$ cat config.mk
export PLATFORM = sky130hd
export DESIGN_NAME = href_reacq_lock
export DESIGN_NICKNAME = d
export VERILOG_FILES = /design/src/rtl/hrl_pkg.sv /design/src/rtl/hrl_line_timer.sv /design/src/rtl/hrl_miss_tracker.sv /design/src/rtl/hrl_acq_fsm.sv /design/src/rtl/href_reacq_lock.sv
export SDC_FILE = /design/constraint.sdc
export NUM_CORES = 1
export LEC_CHECK = 0
export BUFFER_PORTS_ARGS = -buffer_cell sky130_fd_sc_hd__buf_2
export CORE_MARGIN = 2
export CORE_UTILIZATION = 57
export CTS_CLUSTER_SIZE = 30
export DETAILED_ROUTE_END_ITERATION = 8
export GPL_TIMING_DRIVEN = 0
export PLACE_DENSITY = 0.78
export SLEW_MARGIN = 30
export SYNTH_ARGS = -nofsm -noshare
export SYNTH_HDL_FRONTEND = slang
export SYNTH_SLANG_ARGS = --single-unit
$ cat constraint.sdc
create_clock -name clk -period 2.6 [get_ports clk]
set_input_delay 0.39 -clock clk [delete_from_list [all_inputs] [get_ports clk]]
set_output_delay 0.39 -clock clk [all_outputs]
set_load 0.05 [all_outputs]
$ cat src/rtl/hrl_pkg.sv
// Package: shared types and derived constants for the reacquisition lock controller.
// Assumes: the window half-width is 2 us, so it is the clock rate divided by 500000.
package hrl_pkg;

    typedef enum logic [1:0] {
        MODE_IDLE  = 2'b00,
        MODE_CHECK = 2'b01,
        MODE_DRIFT = 2'b10,
        MODE_CRASH = 2'b11
    } lock_mode_e;

    // Window half-width in clocks for a given clock rate.
    function automatic int win_cycles(input int clk_hz);
        return clk_hz / 500_000;
    endfunction

endpackage

$ cat src/rtl/hrl_line_timer.sv
// Module: free-running line phase counter with output H pulse and window decode.
// Assumes: WIN is below LINE_LEN/2; load_i restarts the phase at 0 on the next cycle.
module hrl_line_timer #(
    parameter int LINE_LEN = 1716,
    parameter int WIN      = 54
) (
    input  logic                        clk,
    input  logic                        rst_n,
    input  logic                        load_i,
    output logic [$clog2(LINE_LEN)-1:0] phase_o,
    output logic                        hsync_o,
    output logic                        in_win_o,
    output logic                        win_close_o
);
    localparam int PW = $clog2(LINE_LEN);
    localparam logic [PW-1:0] LAST_P = PW'(LINE_LEN - 1);
    localparam logic [PW-1:0] WIN_P  = PW'(WIN);
    localparam logic [PW-1:0] LOW_P  = PW'(LINE_LEN - WIN);

    logic [PW-1:0] phase_q;

    // Advance the phase each clock, wrapping at the line end or restarting on load.
    always_ff @(posedge clk) begin
        if (!rst_n) begin
            phase_q <= '0;
        end else if (load_i || phase_q == LAST_P) begin
            phase_q <= '0;
        end else begin
            phase_q <= phase_q + PW'(1);
        end
    end

    // Decode the output pulse, the tolerance window and its closing point.
    always_comb begin
        hsync_o     = (phase_q == '0);
        in_win_o    = (phase_q <= WIN_P) || (phase_q >= LOW_P);
        win_close_o = (phase_q == WIN_P);
    end

    assign phase_o = phase_q;

    AST_ALIGN_ZERO: assert property (@(posedge clk) disable iff (!rst_n)
        load_i |=> phase_q == '0);
    AST_PHASE_RANGE: assert property (@(posedge clk) disable iff (!rst_n)
        phase_q <= LAST_P);

endmodule

$ cat src/rtl/hrl_miss_tracker.sv
// Module: counts missed reference windows while locked and flags a loss of reference.
// Assumes: one close per line; set_seen_i marks the current window as hit (after realignment).
module hrl_miss_tracker (
    input  logic clk,
    input  logic rst_n,
    input  logic locked_i,
    input  logic fly_i,
    input  logic ref_h_i,
    input  logic in_win_i,
    input  logic win_close_i,
    input  logic set_seen_i,
    output logic lost_o
);
    logic seen_q;
    logic miss_q;
    logic hit;

    // A window is hit if a pulse fell inside it earlier or arrives now.
    always_comb begin
        hit    = seen_q || (ref_h_i && in_win_i);
        lost_o = locked_i && win_close_i && !hit && (!fly_i || miss_q);
    end

    // Remember an in-window pulse until the window closes.
    always_ff @(posedge clk) begin
        if (!rst_n) begin
            seen_q <= 1'b0;
        end else if (set_seen_i) begin
            seen_q <= 1'b1;
        end else if (win_close_i) begin
            seen_q <= 1'b0;
        end else if (ref_h_i && in_win_i) begin
            seen_q <= 1'b1;
        end
    end

    // Track one pending miss; clear on a hit or when not locked.
    always_ff @(posedge clk) begin
        if (!rst_n || !locked_i) begin
            miss_q <= 1'b0;
        end else if (win_close_i) begin
            miss_q <= !hit;
        end
    end

    AST_LOST_AT_CLOSE: assert property (@(posedge clk) disable iff (!rst_n)
        lost_o |-> win_close_i && locked_i);
    AST_FLY_ONE_MISS: assert property (@(posedge clk) disable iff (!rst_n)
        (fly_i && !miss_q) |-> !lost_o);

endmodule

$ cat src/rtl/hrl_acq_fsm.sv
// Module: acquisition sequencer; checks returning pulses over a run of lines,
// picks drift or crash lock, and drops back to unlocked on loss or timeout.
// Assumes: CHECK_LINES >= 2; ref_h_i pulses are one cycle wide.
module hrl_acq_fsm
    import hrl_pkg::*;
#(
    parameter int CHECK_LINES = 16,
    parameter int TMO         = 1770
) (
    input  logic       clk,
    input  logic       rst_n,
    input  logic       ref_h_i,
    input  logic       in_win_i,
    input  logic       lost_i,
    output logic       align_o,
    output logic       locked_o,
    output logic       ref_lost_o,
    output logic       lock_lost_o,
    output logic [1:0] mode_o
);
    localparam int CW = $clog2(CHECK_LINES + 1);
    localparam int GW = $clog2(TMO + 1);

    lock_mode_e    state_q;
    logic [CW-1:0] cnt_q;
    logic          bad_q;
    logic          pend_q;
    logic          ref_lost_q;
    logic          lock_lost_q;
    logic [GW-1:0] gap_q;

    // Count cycles since the last reference pulse, saturating at the timeout.
    always_ff @(posedge clk) begin
        if (!rst_n || ref_h_i) begin
            gap_q <= '0;
        end else if (gap_q != GW'(TMO)) begin
            gap_q <= gap_q + GW'(1);
        end
    end

    // Lock state, check counter, crash-pending flag and status flags.
    always_ff @(posedge clk) begin
        if (!rst_n) begin
            state_q     <= MODE_IDLE;
            cnt_q       <= '0;
            bad_q       <= 1'b0;
            pend_q      <= 1'b0;
            ref_lost_q  <= 1'b1;
            lock_lost_q <= 1'b1;
        end else begin
            case (state_q)
                MODE_IDLE: begin
                    if (ref_h_i) begin
                        state_q <= MODE_CHECK;
                        cnt_q   <= CW'(1);
                        bad_q   <= !in_win_i;
                        pend_q  <= 1'b0;
                    end
                end
                MODE_CHECK: begin
                    if (ref_h_i) begin
                        if (pend_q) begin
                            state_q     <= MODE_CRASH;
                            lock_lost_q <= 1'b0;
                            pend_q      <= 1'b0;
                        end else if (cnt_q == CW'(CHECK_LINES - 1)) begin
                            ref_lost_q <= 1'b0;
                            if (bad_q || !in_win_i) begin
                                pend_q <= 1'b1;
                            end else begin
                                state_q     <= MODE_DRIFT;
                                lock_lost_q <= 1'b0;
                            end
                        end else begin
                            cnt_q <= cnt_q + CW'(1);
                            bad_q <= bad_q || !in_win_i;
                        end
                    end else if (gap_q == GW'(TMO - 1)) begin
                        state_q     <= MODE_IDLE;
                        pend_q      <= 1'b0;
                        ref_lost_q  <= 1'b1;
                        lock_lost_q <= 1'b1;
                    end
                end
                default: begin
                    if (lost_i) begin
                        state_q     <= MODE_IDLE;
                        ref_lost_q  <= 1'b1;
                        lock_lost_q <= 1'b1;
                    end
                end
            endcase
        end
    end

    // Expose the realign request, the locked indication and the status outputs.
    always_comb begin
        align_o     = (state_q == MODE_CHECK) && pend_q && ref_h_i;
        locked_o    = (state_q == MODE_DRIFT) || (state_q == MODE_CRASH);
        ref_lost_o  = ref_lost_q;
        lock_lost_o = lock_lost_q;
        mode_o      = state_q;
    end

    AST_LOCKED_FLAGS_LOW: assert property (@(posedge clk) disable iff (!rst_n)
        (state_q == MODE_DRIFT || state_q == MODE_CRASH) |-> !ref_lost_q && !lock_lost_q);
    AST_IDLE_FLAGS_HIGH: assert property (@(posedge clk) disable iff (!rst_n)
        state_q == MODE_IDLE |-> ref_lost_q && lock_lost_q);
    AST_CRASH_ENTRY: assert property (@(posedge clk) disable iff (!rst_n)
        align_o |=> state_q == MODE_CRASH && !lock_lost_q);
    AST_CHECK_UNLOCKED: assert property (@(posedge clk) disable iff (!rst_n)
        state_q == MODE_CHECK |-> lock_lost_q);

endmodule

$ cat src/rtl/href_reacq_lock.sv
// Module: top of the horizontal reference reacquisition lock controller.
// Assumes: one clock domain; ref_h_i is synchronous and one cycle wide; LINE_LEN > 2*WIN.
module href_reacq_lock
    import hrl_pkg::*;
#(
    parameter int CLK_HZ      = 27_000_000,
    parameter int LINE_LEN    = 1716,
    parameter int CHECK_LINES = 16
) (
    input  logic                        clk,
    input  logic                        rst_n,
    input  logic                        ref_h_i,
    input  logic                        flywheel_en_i,
    input  logic                        line_rst_i,
    output logic                        h_out_o,
    output logic [$clog2(LINE_LEN)-1:0] line_phase_o,
    output logic                        ref_lost_o,
    output logic                        lock_lost_o,
    output logic [1:0]                  lock_mode_o
);
    localparam int WIN = win_cycles(CLK_HZ);
    localparam int TMO = LINE_LEN + WIN;

    logic align;
    logic locked;
    logic in_win;
    logic win_close;
    logic lost;
    logic load;

    // The counter restarts on a crash realignment or on the software strobe.
    assign load = align || line_rst_i;

    hrl_line_timer #(
        .LINE_LEN (LINE_LEN),
        .WIN      (WIN)
    ) u_timer (
        .clk         (clk),
        .rst_n       (rst_n),
        .load_i      (load),
        .phase_o     (line_phase_o),
        .hsync_o     (h_out_o),
        .in_win_o    (in_win),
        .win_close_o (win_close)
    );

    hrl_miss_tracker u_miss (
        .clk         (clk),
        .rst_n       (rst_n),
        .locked_i    (locked),
        .fly_i       (flywheel_en_i),
        .ref_h_i     (ref_h_i),
        .in_win_i    (in_win),
        .win_close_i (win_close),
        .set_seen_i  (align),
        .lost_o      (lost)
    );

    hrl_acq_fsm #(
        .CHECK_LINES (CHECK_LINES),
        .TMO         (TMO)
    ) u_fsm (
        .clk         (clk),
        .rst_n       (rst_n),
        .ref_h_i     (ref_h_i),
        .in_win_i    (in_win),
        .lost_i      (lost),
        .align_o     (align),
        .locked_o    (locked),
        .ref_lost_o  (ref_lost_o),
        .lock_lost_o (lock_lost_o),
        .mode_o      (lock_mode_o)
    );

    AST_STROBE_KEEPS_MODE: assert property (@(posedge clk) disable iff (!rst_n)
        (line_rst_i && !ref_h_i && !win_close) |=> $stable(lock_mode_o) && $stable(ref_lost_o));

endmodule

==> out/metrics.cfg <==
[status]
status = completed

[worst_setup_path]
worstSetupPathType = reg -> reg
r2r_setup_slack_ps = 540
timing.rr.start = u_timer.phase_o[1]
reg2reg_depth = 5
worstSetupStartpointType = flip-flop
crit_chain = or4bb_1 -> nor4_4 -> a21boi_0 -> o2bb2ai_1 -> o31a_1
critical_path.max_stage_delay_ps = 570
crit_required_ps = 2860
crit_arrival_ps = 2320
critPathSlowestCell = or4bb_1
cp_max_fo = 9
cp-end-kind = flip-flop
rr_endpoint = u_fsm.mode_o[0]

[routing]
drt-initial-drc-count = 50
first_pass_iters = 4
ant_nets = 0
drt_wl_total_mm = 3.417
vias_per_cell = 5.410
route.detailed.drc = 0
vias = 1558
drt-wirelength-per-cell_um = 11.86

[layout]
final_common_cell = nor2_1
utilization = 0.6661
design_area_sq_um = 2017
antenna_cells = 0
final_cells = 288
final_cell_mix = nor2_1 (36), dfxtp_1 (35), buf_2 (21)
multi_input_area_sq_um = 1012
fillers = 262
area_growth_pct = 12.41
drive_gt1_frac = 0.1352
fin_nets = 256
seq_area_sq_um = 700.7

[timing]
maxSlewHeadroom = 0.7073
finalHoldViolCount = 0
rsz0062_at_grt = no
whs_ps = 317.2
fin_crit_sh = 0.7915
report.final.slew_viol_count = 0
clock_skew_ps = 18.69
fin_crit_ps = 2058
tightestPinTransition_ps = 439.0
fmax_ghz = 0.4859
setup_viol = 0
fin_setup_tns_ps = 0

[floorplanning]
dieHeight_um = 60.11
pin_count = 21
start_util = 0.5926
rows = 20
coreArea_sq_um = 3028
die_x_um = 60.11
die_area_sq_um = 3613

[min_path]
min_to = u_timer.phase_o[2]
hold_start = line_rst_i
worstHoldPathCells = 3
hp-class = in -> reg

[yosys]
synth_edf_count = 0
synth_top_cell_by_area = dfxtp_1
synth.avg_cell_area_sq_um = 8.268
synth_top_area_share = 0.3905
synth.distinct_cells = 40
synth_area_sq_um = 1794
seq_area_frac_synth = 0.3905
synthTopCellsByArea = dfxtp_1 (39%), nor2_1 (7.5%), ha_1 (5.6%)
synth_warnings = 0
synth_ff_type = dfxtp_1
synth-async-reset-ratio = 0
syn_inst = 217
synth-seq-cells = 35
synth_fp_nets = 230

[clock_tree]
cts_tree = built
post_cts_resized = 0
clock_sinks = 35
clkLatencyLatePin_ps = 350
clk_path_buf_depth = 2
post_cts_buffers = 0
htree_levels = 2
root_buffer = clkbuf_4
hold_buffers = 0
cts_buffers = 5
path_clk_slew_ps = 120

[power]
ir_drop_mv = 0.3509
p_leak_uw = 0.0007831
powerDensity_nw_per_um2 = 500.4

[place]
dp_hpwl_mm = 2.496
portBuffers = 19
place_area_sq_um = 1944
dpl.cell_count = 280
gp_congestion = 0.8504

[global_routing]
grt_usage = 0.2171
grt_pass1_vias = 1396
grt_max_degree = 12
grt_overflow = 0
grt_pass1_wl_mm = 5.899
antenna_found_initial = 0

[run]
drv_cap = 0

[cell usage after synthesis (2+ instances only)]
library cell	instances
nand2_1	13
xnor2_1	9
a31oi_1	4
buf_2	2
or3_1	2
nand2b_1	3
xor2_1	9
o311a_1	2
ha_1	8
dfxtp_1	35
nor4_1	2
nor2b_1	4
nand3_1	12
nand4_1	4
nor3_1	5
inv_1	13
a21oi_1	5
and2_1	2
nor2_1	36
a21boi_0	3
o21ai_0	11
a211oi_1	2
o21a_1	2
and3_1	8
clkbuf_1	6
[power by group]
part / switching, uW / total, uW / internal (uW)
Combinational: 74.4 / 106 / 31.3
Sequential: 10.0 / 557 / 547
Clock: 189 / 347 / 158
[worst max path at each step]
stage	slack, ps	from	to	cells after the start
6_report	540	u_timer.phase_o[1]	u_fsm.mode_o[0]	5
5_1_grt	360	u_fsm.cnt_q[0]	u_fsm.ref_lost_o	8
4_1_cts	530	u_timer.phase_o[9]	u_fsm.mode_o[0]	5
3_5_place_dp	530	u_timer.phase_o[1]	u_fsm.mode_o[0]	5
3_3_place_gp	540	u_timer.phase_o[1]	u_fsm.mode_o[0]	5
2_1_floorplan	360	u_timer.phase_o[2]	u_fsm.mode_o[0]	6
[sequential cells by signal (all words and copies together) (netlist names)]
name               cells
u_fsm.gap_q           11
u_timer.phase_o       11
u_fsm.cnt_q            5
u_fsm.mode_o           2
u_fsm.bad_q            1
u_fsm.lock_lost_o      1
u_fsm.pend_q           1
u_fsm.ref_lost_o       1
u_miss.miss_q          1
u_miss.seen_q          1
[layer usage]
| layer | up-vias | share of wire | track usage | wire length [um] |
|---|---|---|---|---|
| met3 | 6 | 0.045 | 0.05844 | 155 |
| met5 | - | 0 | 0 | 0 |
| li1 | 806 | - | - | - |
| met4 | 0 | 0.016 | 0.08571 | 56 |
| met2 | 30 | 0.45 | 0.3509 | 1551 |
| met1 | 716 | 0.48 | 0.2728 | 1653 |
[metrics by stage]
stage	worst slack (ps)	power, uW
after CTS	527.1	1018
after detailed placement	533.0	674.9
after floorplan	363.9	648.7
after global placement	535.2	673.6
final	542.0	1009
after global routing	357.5	1064
[worst max-delay path, delay by kind of cell, from the launching register on]
| kind | cells | cell delay [ps] |
|---|---|---|
| compound gates | 3 | 660 |
| flops | 1 | 490 |
| simple gates | 2 | 820 |
[cells by family (layout without fill, tap and decap cells)]
family / after synthesis / count (layout) / share of synthesized area
multiplexers: 1 / 1 / 0.006276
XOR/XNOR: 18 / 18 / 0.08787
AND/OR/NAND/NOR: 98 / 98 / 0.2810
AO/OA/AOI/OAI: 36 / 36 / 0.1332
flip-flops: 35 / 35 / 0.3905
adder cells (fa/ha/maj): 8 / 8 / 0.05579
buffers and inverters: 21 / 48 / 0.04533
[layout make-up]
| cell class | count | share of cell area |
|---|---|---|
| Multi-Input combinational cell | 161 | 0.5019 |
| Sequential cell | 35 | 0.3474 |
| Timing Repair Buffer | 19 | 0.04715 |
| Clock buffer | 7 | 0.03226 |
| Tap cell | 44 | 0.02730 |
| Inverter | 13 | 0.02419 |
| Buffer | 8 | 0.01613 |
| Clock inverter | 1 | 0.003722 |
Note: power is estimated with default switching activity, not from simulation.
